--- config.mk ---
export PLATFORM = sky130hd
export DESIGN_NAME = lin_chk_accum
export DESIGN_NICKNAME = d
export VERILOG_FILES = /design/src/rtl/chk_pkg.sv /design/src/rtl/chk_lane.sv /design/src/rtl/chk_pack.sv /design/src/rtl/lin_chk_accum.sv
export SDC_FILE = /design/constraint.sdc
export NUM_CORES = 1
export LEC_CHECK = 0
export ABC_CLOCK_PERIOD_IN_PS = 3700
export BUFFER_PORTS_ARGS = -buffer_cell sky130_fd_sc_hd__buf_4
export CAP_MARGIN = 5
export CORE_ASPECT_RATIO = 1.5
export CORE_MARGIN = 1
export CORE_UTILIZATION = 25
export CTS_CLUSTER_SIZE = 12
export DETAILED_ROUTE_END_ITERATION = 6
export PLACE_DENSITY = 0.58
export SLEW_MARGIN = 25
export SYNTH_ARGS = -nofsm -noshare
export SYNTH_HDL_FRONTEND = slang
export SYNTH_SLANG_ARGS = --single-unit
--- constraint.sdc ---
create_clock -name clk -period 3.7 [get_ports clk]
set_clock_uncertainty 0.15 [all_clocks]
set_input_delay 0.555 -clock clk [delete_from_list [all_inputs] [get_ports clk]]
set_output_delay 0.555 -clock clk [all_outputs]
set_load 0.1 [all_outputs]
--- src/rtl/chk_pkg.sv ---
package chk_pkg;
    localparam int CHK_W  = 8;
    localparam int REG_W  = 32;
    localparam int RX_LSB = 16;
    localparam int TX_LSB = 0;
    localparam int NLANE  = 2;
    localparam int LANE_TX = 0;
    localparam int LANE_RX = 1;

    typedef logic [CHK_W-1:0] chk_t;

    typedef struct packed {
        logic vld;
        chk_t data;
        logic is_pid;
    } byte_ev_t;

    typedef struct packed {
        logic lin_mode;
        logic pid_incl;
        logic brk;
    } chk_ctl_t;

    function automatic chk_t fold_add(input chk_t a, input chk_t b);
        logic [CHK_W:0] s;
        s = {1'b0, a} + {1'b0, b};
        return s[CHK_W-1:0] + chk_t'(s[CHK_W]);
    endfunction
endpackage

--- src/rtl/chk_lane.sv ---
module chk_lane
    import chk_pkg::*;
(
    input  logic     clk,
    input  logic     rst,
    input  chk_ctl_t ctl,
    input  byte_ev_t ev,
    input  logic     wr,
    input  chk_t     wdata,
    output chk_t     sum
);
    logic take;
    logic clr;

    always_comb begin
        clr  = ctl.lin_mode && ctl.brk;
        take = ev.vld && (ctl.lin_mode ? (ctl.pid_incl || !ev.is_pid) : ctl.pid_incl);
    end

    always_ff @(posedge clk) begin
        if (rst)       sum <= '0;
        else if (clr)  sum <= '0;
        else if (wr)   sum <= wdata;
        else if (take) sum <= fold_add(sum, ev.data);
    end

    assert_brk_clear_R6: assert property (@(posedge clk) disable iff (rst)
        (ctl.lin_mode && ctl.brk) |=> (sum == '0));
    assert_uart_hold_R8: assert property (@(posedge clk) disable iff (rst)
        (!ctl.lin_mode && !ctl.pid_incl && !wr) |=> $stable(sum));
    assert_uart_brk_ignored_R11: assert property (@(posedge clk) disable iff (rst)
        (!ctl.lin_mode && ctl.brk && !wr && !ev.vld) |=> $stable(sum));
    assert_pid_skip_R5: assert property (@(posedge clk) disable iff (rst)
        (ctl.lin_mode && !ctl.pid_incl && !ctl.brk && !wr && ev.is_pid) |=> $stable(sum));
    assert_wr_wins_R9: assert property (@(posedge clk) disable iff (rst)
        (wr && !(ctl.lin_mode && ctl.brk)) |=> (sum == $past(wdata)));
    assert_no_zero_R3: assert property (@(posedge clk) disable iff (rst)
        (ev.vld && sum != '0 && !wr && !(ctl.lin_mode && ctl.brk)) |=> (sum != '0));
endmodule

--- src/rtl/chk_pack.sv ---
module chk_pack
    import chk_pkg::*;
(
    input  chk_t              rx_sum,
    input  chk_t              tx_sum,
    output logic [REG_W-1:0]  word
);
    always_comb begin
        word = '0;
        word[RX_LSB +: CHK_W] = rx_sum;
        word[TX_LSB +: CHK_W] = tx_sum;
    end
endmodule

--- src/rtl/lin_chk_accum.sv ---
module lin_chk_accum
    import chk_pkg::*;
(
    input  logic              clk,
    input  logic              rst,
    input  logic              lin_mode,
    input  logic              pid_incl,
    input  logic              brk_pulse,
    input  logic              rx_vld,
    input  logic [7:0]        rx_byte,
    input  logic              rx_is_pid,
    input  logic              tx_vld,
    input  logic [7:0]        tx_byte,
    input  logic              tx_is_pid,
    input  logic [1:0]        sw_we,
    input  logic [31:0]       sw_wdata,
    output logic [31:0]       sw_rdata
);
    chk_ctl_t ctl;
    byte_ev_t ev   [NLANE];
    chk_t     wval [NLANE];
    chk_t     sums [NLANE];

    always_comb begin
        ctl = '{lin_mode: lin_mode, pid_incl: pid_incl, brk: brk_pulse};
        ev[LANE_TX]   = '{vld: tx_vld, data: tx_byte, is_pid: tx_is_pid};
        ev[LANE_RX]   = '{vld: rx_vld, data: rx_byte, is_pid: rx_is_pid};
        wval[LANE_TX] = sw_wdata[TX_LSB +: CHK_W];
        wval[LANE_RX] = sw_wdata[RX_LSB +: CHK_W];
    end

    for (genvar g = 0; g < NLANE; g++) begin : g_lane
        chk_lane u_lane (
            .clk   (clk),
            .rst   (rst),
            .ctl   (ctl),
            .ev    (ev[g]),
            .wr    (sw_we[g]),
            .wdata (wval[g]),
            .sum   (sums[g])
        );
    end

    chk_pack u_pack (
        .rx_sum (sums[LANE_RX]),
        .tx_sum (sums[LANE_TX]),
        .word   (sw_rdata)
    );

    assert_spare_zero_R2: assert property (@(posedge clk) disable iff (rst)
        (sw_rdata[31:24] == 8'h00) && (sw_rdata[15:8] == 8'h00));
    assert_reset_zero_R1: assert property (@(posedge clk)
        rst |=> (sw_rdata == 32'h0));
endmodule

== Word-level counts from Yosys, hierarchy flattened ==
Index checks and enable logic that the tools add are counted.
Word-level totals
  flip-flop bits (word level): 16
  logic and storage cells: 22
  input bits: 59
  output and inout port bits: 32
Cells by class
  $add $sub $neg: 4
  reductions and logical operators: 10
  multiplexer cells: 6
Operator list (count)
  $mux 8: 4
  $add 8x8->9: 2
  $add 8x1->8: 2
  $reduce_bool 2->1: 2
  $logic_and 1x1->1: 3
  $logic_not 1->1: 2
  $logic_or 1x1->1: 2
  $mux 1: 2
  $reduce_or 2->1: 1

== Logic depth before layout (Yosys ltp) ==
Gate-level depths: netlist (run 1).
  depth in word-level cells: 6
  mapped depth: 13
  mapped depth without buffers: 13

== Hierarchy ==
A second synthesis (run 1) with hierarchy kept.
Second synthesis, totals
  cells, all modules: 269
  area, all modules: 2160.8 um^2
By module, submodules not included
  chk_lane: area an instance 958.4 um^2, times used 2, cells an instance 118, sequential area each 160.2 um^2
  chk_pack: area an instance 244.0 um^2, times used 1, cells an instance 33, sequential area each 0.0 um^2

== Worst setup path before layout (run 1) ==
Ideal clock, no wire load.
  path kind: register to register
  start: reg g_lane[1].u_lane.sum[0]
  end: reg g_lane[1].u_lane.sum[6]
  clock period less this slack: 3582 ps
  arrival: 3357 ps
  setup time: 75 ps
  stages on the path, launching flop included: 13
  slack: 118 ps
  required time: 3475 ps
  buffers on the path: 0
  path through: dfxtp_1 -> ha_1 -> fa_1 -> a211oi_1 -> o21ai_0 -> a21oi_1 -> o21bai_1 -> ha_1 -> and3_1 -> nor3b_4 -> nand3_1 -> or4_1 -> a31oi_1
On the way
  cells in the longest elaborated chain, start to end: 4
Ends and longest elaborated chain
  from (decl): line chk_lane.sv:10  | output chk_t sum
  from (signal assigned): line chk_lane.sv:23  | else if (wr) sum <= wdata;
  from (signal assigned): line chk_lane.sv:24  | else if (take) sum <= fold_add(sum, ev.data);
  $add 8x8->9: line chk_pkg.sv:26  | s = {1'b0, a} + {1'b0, b};
  $add 8x1->8: line chk_pkg.sv:27  | return s[CHK_W-1:0] + chk_t'(s[CHK_W]);
  $mux 8: line chk_lane.sv:24
  $mux 8: line chk_lane.sv:23
Every way passes these cells. The select of a mux whose other input is x is not followed.
A chain may end at the register's enable or synchronous reset.

== Final worst setup path (run 1) ==
Ends and elaborated chain as after synthesis.

==> results of run 1 <==
routing by layer:
layer / vias up / track usage, %
met5: - / 0
met4: 0 / 6.86
met3: 12 / 0.655
met2: 58 / 26.9
met1: 865 / 14.5
li1: 956 / -
cell usage after synthesis (4+ instances only):
library cell / n
buf_4: 16
a21oi_1: 19
xnor2_1: 8
o21ai_0: 12
xor2_1: 4
a211oi_1: 10
nor2_1: 25
clkbuf_1: 4
nand3_1: 5
ha_1: 20
nand2_1: 19
a21o_1: 6
dfxtp_1: 16
nor3_1: 5
power by group:
part	leakage [nW]	total [mW]	switching, mW	internal [mW]
registers	0.132	0.197	0.0117	0.185
clock network	0.0288	0.174	0.0788	0.0948
logic	0.939	0.455	0.312	0.143
total	1.10	0.825	0.402	0.423
logic make-up after synthesis:
| logic type | share of synthesized area (%) |
|---|---|
| XOR/XNOR | 7.42 |
| buffers and inverters | 8.16 |
| adder cells (fa/ha/maj) | 15.6 |
| AND/OR/NAND/NOR | 23.1 |
| other | 0.202 |
| multiplexers | 0.539 |
| AO/OA/AOI/OAI | 27.7 |
| flip-flops | 17.3 |
final cells by class:
| class | instances | area share, % |
|---|---|---|
| clock buffers | 4 | 2.28 |
| multi-input cells | 210 | 59.8 |
| inverters | 3 | 0.467 |
| flip-flops and latches | 16 | 13.3 |
| repair buffers | 61 | 19.0 |
| well taps | 100 | 5.19 |
metrics by stage:
step / instances / power (mW) / hold WS [ns]
6_report: 394 / 0.825 / 0.333
5_1_grt: 394 / 0.873 / 0.366
4_1_cts: 394 / 0.831 / 0.336
3_5_place_dp: 390 / 0.657 / 0.323
3_3_place_gp: 390 / 0.652 / 0.315
2_1_floorplan: 250 / 0.560 / 0.549
critical path, stage by stage (launching register included):
cell and delay, ns:
dfxtp_1 0.36, ha_1 0.22, fa_1 0.28, a211oi_1 0.14, o21ai_0 0.26, a21oi_1 0.10, o21bai_1 0.26, ha_1 0.21
and3_1 0.18, nor3b_4 0.25, nand3_1 0.14, or4_1 0.48, a31oi_1 0.13
worst max path at each step:
stage	endpoint	slack (ns)	start
3_3_place_gp	g_lane[1].u_lane.sum[4]	0.22	rx_byte[0]
6_report	g_lane[1].u_lane.sum[6]	0.45	g_lane[1].u_lane.sum[0]
5_1_grt	g_lane[1].u_lane.sum[4]	0.21	rx_byte[0]
3_5_place_dp	g_lane[1].u_lane.sum[6]	0.20	rx_byte[0]
4_1_cts	g_lane[1].u_lane.sum[6]	0.44	g_lane[1].u_lane.sum[0]
2_1_floorplan	g_lane[1].u_lane.sum[6]	0.12	g_lane[1].u_lane.sum[0]
placed cells by master, fill, tap and decap left out, types with 2 or more instances in the layout:
cell | netlist | final
buf_4 | 16 | 61
nor2_1 | 25 | 25
ha_1 | 20 | 20
a21oi_1 | 19 | 19
nand2_1 | 19 | 19
conb_1 | 1 | 16
dfxtp_1 | 16 | 16
o21ai_0 | 12 | 12
a211oi_1 | 10 | 10
xnor2_1 | 8 | 8
a21o_1 | 6 | 6
nand3_1 | 5 | 5
nor3_1 | 5 | 5
xor2_1 | 4 | 4
clkbuf_8 | 0 | 4
o21a_1 | 3 | 3
o21bai_1 | 3 | 3
inv_1 | 3 | 3
and3_1 | 3 | 3
or2_2 | 3 | 3
o211ai_1 | 3 | 3
or3_1 | 3 | 3
nor2b_1 | 2 | 2
o21ai_1 | 2 | 2
and2_1 | 2 | 2
xor2_2 | 2 | 2
or4_1 | 2 | 2
o221ai_1 | 2 | 2
nand2b_1 | 2 | 2
nor4b_1 | 2 | 2
o2111ai_1 | 2 | 2
a211o_1 | 2 | 2
fa_1 | 2 | 2
==> impl_metrics.env, run 1 <==
export IMPL_cp_max_fo=3
export IMPL_cts_hold_buf=0
export IMPL_synth_cells=235
export IMPL_drt_iter0_drc=73
export IMPL_cp_data_arrival_time_ns=3.29
export IMPL_fillers=822
export IMPL_insertion_delay_ns=0.27
export IMPL_fp_dieW_microns=72.3
export IMPL_cts_tree="yes"
export IMPL_port_buffers=58
export IMPL_synthFlopType="dfxtp_1"
export IMPL_rr_worst_depth=12
export IMPL_dr_wl_met3_microns=189
export IMPL_synth_edff_count=0
export IMPL_fin_ws_ns=0.445
export IMPL_synth_top_area_share_pct=17.3
export IMPL_yosysTopAreaCell="dfxtp_1"
export IMPL_regArea_sq_um=320
export IMPL_syn_area_sq_um=1860
export IMPL_routed_top_layer="met4"
export IMPL_core_area_sq_um=7230
export IMPL_die_height_microns=108
export IMPL_vias=1891
export IMPL_grt_overflow_total=0
export IMPL_cp_start_kind="flop"
export IMPL_dieArea_sq_um=7780
export IMPL_grt_util_all_layers_pct=13.8
export IMPL_leakagePower_nw=1.10
export IMPL_drv_slew=0
export IMPL_cp_data_required_time_ns=3.73
export IMPL_max_freq_mhz=307
export IMPL_grt_max_degree=20
export IMPL_met2_length_microns=3060
export IMPL_syn_area_per_cell_sq_um=7.90
export IMPL_boundaryPins=91
export IMPL_synth_yosys_seq_area_share_pct=17.3
export IMPL_dp_slack_ns=0.196
export IMPL_area_growth_pct=29.9
export IMPL_drive_above_1_share_pct=26.2
export IMPL_largest_register="g_lane.u_lane.sum"
export IMPL_rsz0062_at_grt="no"
export IMPL_clock_path_buffers=2
export IMPL_cts_resized=0
export IMPL_synth_warnings=0
export IMPL_fin_crit_ns=3.25
export IMPL_critPathKind="flop to flop"
export IMPL_root_buffer="clkbuf_8"
export IMPL_finalCoreUtilization_pct=33.3
export IMPL_final_nets=376
export IMPL_synth_distinct_cells=55
export IMPL_gp_congestion=0.829
export IMPL_r2r_end="g_lane[1].u_lane.sum[6]"
export IMPL_viasPerCell=4.80
export IMPL_clk_pin_slew_worst_paths_ns=0.09
export IMPL_max_slew_margin_pct=59.4
export IMPL_ys_top_cells_by_area="dfxtp_1 (17%), ha_1 (13%), buf_4 (6.5%)"
export IMPL_clock_sinks=16
export IMPL_hold_depth=2
export IMPL_rows=38
export IMPL_cap_violations=0
export IMPL_grt_pass1_wl_microns=8400
export IMPL_rrSetupSlack_ns=0.45
export IMPL_diodes=0
export IMPL_hold_violations=0
export IMPL_reg_top3="g_lane.u_lane.sum (16)"
export IMPL_largest_reg_flops=16
export IMPL_hold_start="g_lane[1].u_lane.sum[3]"
export IMPL_setup_viol=0
export IMPL_wl_met1_microns=1870
export IMPL_design_area_sq_um=2410
export IMPL_post_dp_cell_area_sq_um=2350
export IMPL_wl_microns=5270
export IMPL_wire_per_inst_microns=13.4
export IMPL_reg2reg_from="g_lane[1].u_lane.sum[0]"
export IMPL_firstDrtPassIters=4
export IMPL_outcome="complete, no violations"
export IMPL_cp_end_kind="flop"
export IMPL_numCtsBuffers=3
export IMPL_h_tree_depth=1
export IMPL_period_share_pct=88.0
export IMPL_powerDensity_nw_per_um2=342
export IMPL_grt_pass1_vias=1901
export IMPL_antenna_found_initial=0
export IMPL_multiInputGateArea_sq_um=1440
export IMPL_synthArstFlopShare_pct=0
export IMPL_post_route_drc_count=0
export IMPL_peakVddDrop_mv=0.142
export IMPL_min_to="g_lane[1].u_lane.sum[3]"
export IMPL_hpwl_microns=4360
export IMPL_finalSetupTns_ns=0
export IMPL_ant_nets=0
export IMPL_post_cts_setup_buffer_count=0
export IMPL_initial_core_util_pct=25.7
export IMPL_worst_pin_slew_ns=0.609
export IMPL_synth_seq_cells=16
export IMPL_hp_class="flop to flop"
Note: power is estimated with default switching activity, not from simulation.
==> run 2: changes to the inputs <==
--- a/config.mk
+++ b/config.mk
@@ -5,15 +5,14 @@
 export SDC_FILE = /design/constraint.sdc
 export NUM_CORES = 1
 export LEC_CHECK = 0
-export ABC_CLOCK_PERIOD_IN_PS = 3700
+export ABC_CLOCK_PERIOD_IN_PS = 2810
 export BUFFER_PORTS_ARGS = -buffer_cell sky130_fd_sc_hd__buf_4
 export CAP_MARGIN = 5
 export CORE_ASPECT_RATIO = 1.5
-export CORE_MARGIN = 1
 export CORE_UTILIZATION = 25
 export CTS_CLUSTER_SIZE = 12
 export DETAILED_ROUTE_END_ITERATION = 6
-export PLACE_DENSITY = 0.58
+export PLACE_DENSITY = 0.59
 export SLEW_MARGIN = 25
 export SYNTH_ARGS = -nofsm -noshare
 export SYNTH_HDL_FRONTEND = slang
==> constraint.sdc (replaced) <==
create_clock -name clk -period 2.81 [get_ports clk]
set_clock_uncertainty 0.15 [all_clocks]
set_input_delay 0.4215 -clock clk [delete_from_list [all_inputs] [get_ports clk]]
set_output_delay 0.4215 -clock clk [all_outputs]
set_load 0.1 [all_outputs]
==> impl_metrics.env, run 2 (synthesis results as in run 1) <==
export IMPL_cap_violations=0
export IMPL_hpwl_microns=4740
export IMPL_setup_viol=0
export IMPL_gp_congestion=0.818
export IMPL_cp_data_arrival_time_ns=2.80
export IMPL_leakagePower_nw=1.37
export IMPL_p_sw_mw=0.550
export IMPL_clock_sinks=16
export IMPL_post_route_drc_count=0
export IMPL_rows=38
export IMPL_port_buffers=58
export IMPL_grt_pass1_vias=2073
export IMPL_cts_tree="yes"
export IMPL_placedCellCount=433
export IMPL_final_common_cell="buf_4"
export IMPL_largest_reg_flops=16
export IMPL_pwr_share_clk_pct=15.4
export IMPL_final_cell_mix="buf_4 (108), nor2_1 (25), nand2_1 (18), a21oi_1 (17), conb_1 (16)"
export IMPL_grt_util_all_layers_pct=14.9
export IMPL_grt_overflow_total=0
export IMPL_cp_start_kind="flop"
export IMPL_die_height_microns=108
export IMPL_vias=2102
export IMPL_root_buffer="clkbuf_8"
export IMPL_final_nets=427
export IMPL_fp_dieW_microns=72.3
export IMPL_antenna_found_initial=0
export IMPL_grt_max_degree=20
export IMPL_cp_data_required_time_ns=2.83
export IMPL_max_freq_mhz=360
export IMPL_initial_core_util_pct=25.7
export IMPL_drive_above_1_share_pct=47.5
export IMPL_fillers=764
export IMPL_critPathKind="flop to flop"
export IMPL_finalSetupTns_ns=0
export IMPL_max_slew_margin_pct=53.6
export IMPL_h_tree_depth=1
export IMPL_swShare_pct=47.0
export IMPL_power_mw=1.17
export IMPL_area_growth_pct=61.0
export IMPL_period_share_pct=98.8
export IMPL_hold_violations=0
export IMPL_ant_nets=0
export IMPL_crit_family="compound AO/OA/AOI/OAI gates"
export IMPL_powerDensity_nw_per_um2=392
export IMPL_final_cells=445
export IMPL_p_int_mw=0.621
export IMPL_outcome="complete, no violations"
export IMPL_cp_end_kind="flop"
export IMPL_p_comb_share_pct=62.5
export IMPL_firstDrtPassIters=4
export IMPL_critPathSlowestCell="fa_2"
export IMPL_boundaryPins=91
export IMPL_cts_hold_buf=0
export IMPL_p_seq_share_pct=22.1
export IMPL_worst_pin_slew_ns=0.692
export IMPL_diodes=0
export IMPL_cp_max_fo=2
export IMPL_insertion_delay_ns=0.25
export IMPL_rsz0062_at_grt="yes"
export IMPL_wl_microns=5650
export IMPL_dieArea_sq_um=7780
export IMPL_fin_crit_ns=2.78
export IMPL_critPathBufInv=3
export IMPL_clock_path_buffers=2
export IMPL_core_area_sq_um=7230
export IMPL_largest_register="g_lane.u_lane.sum"
export IMPL_viasPerCell=4.72
export IMPL_cp_cell_sequence="ha_4 -> fa_2 -> a211oi_4 -> o21ai_2 -> a21oi_2 -> o21bai_1 -> ha_2 -> and3_4 -> nor3b_4 -> nand3_2 -> buf_4 -> buf_6 -> buf_6 -> nand3_2 -> a31oi_1"
export IMPL_clk_pin_slew_worst_paths_ns=0.06
export IMPL_peakVddDrop_mv=0.153
export IMPL_grt_pass1_wl_microns=9000
export IMPL_wire_per_inst_microns=12.7
export IMPL_hp_class="input pin to flop"
export IMPL_drv_slew=0
export IMPL_drt_iter0_drc=59
export IMPL_numCtsBuffers=3
export IMPL_reg_top3="g_lane.u_lane.sum (16)"
export IMPL_slowest_delay_ns=0.36
==> run 2: cell types whose count changed in the layout (fill, tap and decap cells not counted), sizes merged <==
cell	before	now
buf	61	112
==> run 2: per-stage QoR <==
step | utilization (%) | hold WS (ns) | setup slack [ns] | area (sq um)
3_3_place_gp | 38.2 | 0.394 | -0.239 | 2760
2_1_floorplan | - | 0.406 | -0.105 | 2000
4_1_cts | 40.2 | 0.252 | -0.0395 | 2900
5_1_grt | 41.3 | 0.249 | -0.131 | 2990
6_report | 41.3 | 0.254 | 0.0342 | 2990
3_5_place_dp | 38.2 | 0.395 | -0.315 | 2760
==> run 2: worst paths after layout <==
path | startpoint | endpoint | slack (ns) | cells past startpoint
min | sw_wdata[0] | g_lane[0].u_lane.sum[0] | 0.25 | 3
min reg2reg | g_lane[1].u_lane.sum[5] | g_lane[1].u_lane.sum[5] | 0.40 | 2
max | g_lane[1].u_lane.sum[0] | g_lane[1].u_lane.sum[6] | 0.03 | 15
max reg2reg | g_lane[1].u_lane.sum[0] | g_lane[1].u_lane.sum[6] | 0.03 | 15
==> run 2: what timing repair did <==
item / in CTS / in global routing
buffers inserted: 8 / 1
endpoints found under the hold margin: 0 / 0
gates resized for setup: 9 / 15
setup endpoints to repair: 6 / 13
pin swaps: 12 / 22
==> run 2: per-layer routing <==
| metal | GRT usage, % | vias to the layer above | wire length (microns) |
|---|---|---|---|
| met5 | 0 | - | 0 |
| met1 | 14.2 | 988 | 2030 |
| met2 | 30.9 | 47 | 3370 |
| met3 | 1.03 | 10 | 131 |
| met4 | 6.72 | 0 | 115 |
| li1 | - | 1057 | - |
==> run 2: worst min-delay path, delay by kind of cell <==
kind                   cells  cell delay [ns]
buffers and inverters      1             0.08
AOI/OAI and AO/OA          1             0.05
and+or+nand+nor            1             0.07
==> run 2: cell type report <==
class	count	area (sq um)	share of cell area [%]
Timing Repair Buffer	112	856	28.6
Inverter	3	11.3	0.377
Clock buffer	4	45.0	1.51
Sequential cell	16	358	12.0
Tap cell	100	125	4.19
Multi-Input combinational cell	210	1590	53.3
==> run 2: power by group through the flow <==
stage | logic [mW] | registers [mW] | clock network, mW
6_report | 0.732 | 0.259 | 0.180
4_1_cts | 0.710 | 0.259 | 0.191
5_1_grt | 0.785 | 0.261 | 0.205
2_1_floorplan | 0.364 | 0.385 | 0
3_3_place_gp | 0.683 | 0.264 | 0
3_5_place_dp | 0.690 | 0.263 | 0
==> run 3: changes to the inputs <==
--- a/config.mk
+++ b/config.mk
@@ -5,14 +5,14 @@
 export SDC_FILE = /design/constraint.sdc
 export NUM_CORES = 1
 export LEC_CHECK = 0
-export ABC_CLOCK_PERIOD_IN_PS = 2810
+export ABC_CLOCK_PERIOD_IN_PS = 2700
 export BUFFER_PORTS_ARGS = -buffer_cell sky130_fd_sc_hd__buf_4
 export CAP_MARGIN = 5
 export CORE_ASPECT_RATIO = 1.5
 export CORE_UTILIZATION = 25
 export CTS_CLUSTER_SIZE = 12
 export DETAILED_ROUTE_END_ITERATION = 6
-export PLACE_DENSITY = 0.59
+export PLACE_DENSITY = 0.58
 export SLEW_MARGIN = 25
 export SYNTH_ARGS = -nofsm -noshare
 export SYNTH_HDL_FRONTEND = slang
==> constraint.sdc (replaced) <==
create_clock -name clk -period 2.7 [get_ports clk]
set_clock_uncertainty 0.15 [all_clocks]
set_input_delay 0.405 -clock clk [delete_from_list [all_inputs] [get_ports clk]]
set_output_delay 0.405 -clock clk [all_outputs]
set_load 0.1 [all_outputs]
==> impl_metrics.env, run 3 (synthesis results as in run 1) <==
export IMPL_numCtsBuffers=3
export IMPL_reg2reg_from="g_lane[1].u_lane.sum[0]"
export IMPL_setup_viol=3
export IMPL_period_share_pct=106
export IMPL_leakagePower_nw=1.39
export IMPL_cap_violations=0
export IMPL_post_dp_cell_area_sq_um=2800
export IMPL_root_buffer="clkbuf_8"
export IMPL_fin_crit_ns=2.85
export IMPL_port_buffers=58
export IMPL_clock_sinks=16
export IMPL_rows=38
export IMPL_rsz0062_at_grt="yes"
export IMPL_r2r_end="g_lane[1].u_lane.sum[4]"
export IMPL_grt_util_all_layers_pct=14.9
export IMPL_core_area_sq_um=7230
export IMPL_hold_violations=0
export IMPL_cp_data_arrival_time_ns=2.84
export IMPL_max_freq_mhz=351
export IMPL_cp_end_kind="flop"
export IMPL_hold_depth=3
export IMPL_final_cell_mix="buf_4 (114), nor2_1 (25), nand2_1 (18), a21oi_1 (17), conb_1 (16)"
export IMPL_swShare_pct=47.1
export IMPL_area_growth_pct=60.8
export IMPL_antenna_found_initial=0
export IMPL_drt_iter0_drc=39
export IMPL_placedCellCount=437
export IMPL_endpoint="g_lane[1].u_lane.sum[4]"
export IMPL_grt_overflow_total=0
export IMPL_final_cells=448
export IMPL_outcome="complete, but fails checks"
export IMPL_cp_data_required_time_ns=2.69
export IMPL_pwr_share_clk_pct=16.4
export IMPL_boundaryPins=91
export IMPL_drive_above_1_share_pct=47.4
export IMPL_largest_reg_flops=16
export IMPL_grt_pass1_wl_microns=9090
export IMPL_diodes=0
export IMPL_p_comb_share_pct=62.0
export IMPL_final_nets=430
export IMPL_vias=2113
export IMPL_hpwl_microns=4770
export IMPL_fin_ws_ns=-0.149
export IMPL_clock_path_buffers=2
export IMPL_p_sw_mw=0.581
export IMPL_violations="setup timing"
export IMPL_grt_pass1_vias=2118
export IMPL_final_common_cell="buf_4"
export IMPL_design_area_sq_um=2980
export IMPL_cp_max_fo=3
export IMPL_hp_class="input pin to flop"
export IMPL_ant_nets=0
export IMPL_cts_tree="yes"
export IMPL_wire_per_inst_microns=12.8
export IMPL_fp_dieW_microns=72.3
export IMPL_p_seq_share_pct=21.7
export IMPL_drv_slew=0
export IMPL_critPathKind="flop to flop"
export IMPL_dp_slack_ns=-0.439
export IMPL_cts_hold_buf=0
export IMPL_cp_start_kind="flop"
export IMPL_initial_core_util_pct=25.7
export IMPL_reg_top3="g_lane.u_lane.sum (16)"
export IMPL_peakVddDrop_mv=0.152
export IMPL_dieArea_sq_um=7780
export IMPL_finalSetupTns_ns=-0.249
export IMPL_insertion_delay_ns=0.26
export IMPL_wl_microns=5760
export IMPL_rr_worst_depth=13
export IMPL_die_height_microns=108
export IMPL_clk_pin_slew_worst_paths_ns=0.08
export IMPL_firstDrtPassIters=4
export IMPL_p_int_mw=0.652
export IMPL_grt_max_degree=20
export IMPL_critPathLaunch="g_lane[1].u_lane.sum[0]"
export IMPL_powerDensity_nw_per_um2=413
export IMPL_largest_register="g_lane.u_lane.sum"
export IMPL_viasPerCell=4.72
export IMPL_rrSetupSlack_ns=-0.15
export IMPL_gp_congestion=0.852
export IMPL_h_tree_depth=1
export IMPL_post_route_drc_count=0
run 3: cell count changes in the layout (fill, tap and decap cells not counted), moves of 2 or more:
cell,delta
buf_4,+6
buf_6,-3
a211oi_2,+2
ha_2,-2
nand3_1,+2
nand3_2,-2
o21ai_0,-2
o21ai_1,+2
run 3: layout make-up:
class,instances,area [sq um]
flip-flops and latches,16,360
fillers,768,4240
well taps,100,125
multi-input cells,210,1570
inverters,3,11.3
repair buffers,115,867
clock buffers,4,45.0
run 3: worst min-delay path by stage:
stage | start | end | slack, ns
after floorplan | sw_wdata[3] | g_lane[0].u_lane.sum[3] | 0.39
final | sw_wdata[2] | g_lane[0].u_lane.sum[2] | 0.22
after CTS | sw_wdata[2] | g_lane[0].u_lane.sum[2] | 0.23
after global placement | g_lane[1].u_lane.sum[5] | g_lane[1].u_lane.sum[5] | 0.40
after global routing | sw_wdata[1] | g_lane[0].u_lane.sum[1] | 0.23
after detailed placement | g_lane[1].u_lane.sum[5] | g_lane[1].u_lane.sum[5] | 0.40
run 3: metal layers:
layer / GRT usage (%) / vias to the layer above / part of all wire (%)
met4: 7.42 / 0 / 3.0
li1: - / 1062 / -
met5: 0 / - / 0
met3: 1.03 / 12 / 2.5
met2: 30.0 / 56 / 58
met1: 14.7 / 983 / 36
run 3: what timing repair did:
item,4_1_cts,5_1_grt
pin swaps,8,13
setup buffers,2,5
gates resized for setup,3,15
setup endpoints to repair,9,14
run 3: stage by stage:
step	hold WS (ns)	utilization, %	power (mW)
floorplan	0.389	-	0.782
detailed placement	0.400	38.7	1.00
finish	0.222	41.3	1.23
CTS	0.227	39.7	1.21
global placement	0.395	38.7	0.997
global route	0.228	41.3	1.30
run 3: critical path, cell delays in order (launching register included):
cell,delay [ns]
dfxtp_4,0.36
ha_4,0.16
fa_2,0.37
a211oi_4,0.29
o21ai_2,0.10
a21oi_2,0.14
o21bai_2,0.09
ha_2,0.20
and3_4,0.17
nor3b_4,0.15
buf_4,0.15
xor2_1,0.15
o211ai_1,0.17
a21oi_1,0.08
run 3: power groups by stage:
stage	Sequential, mW	Combinational [mW]	Clock [mW]
6_report	0.267	0.764	0.202
3_3_place_gp	0.273	0.724	0
4_1_cts	0.268	0.739	0.207
5_1_grt	0.270	0.821	0.212
3_5_place_dp	0.273	0.730	0
2_1_floorplan	0.400	0.381	0
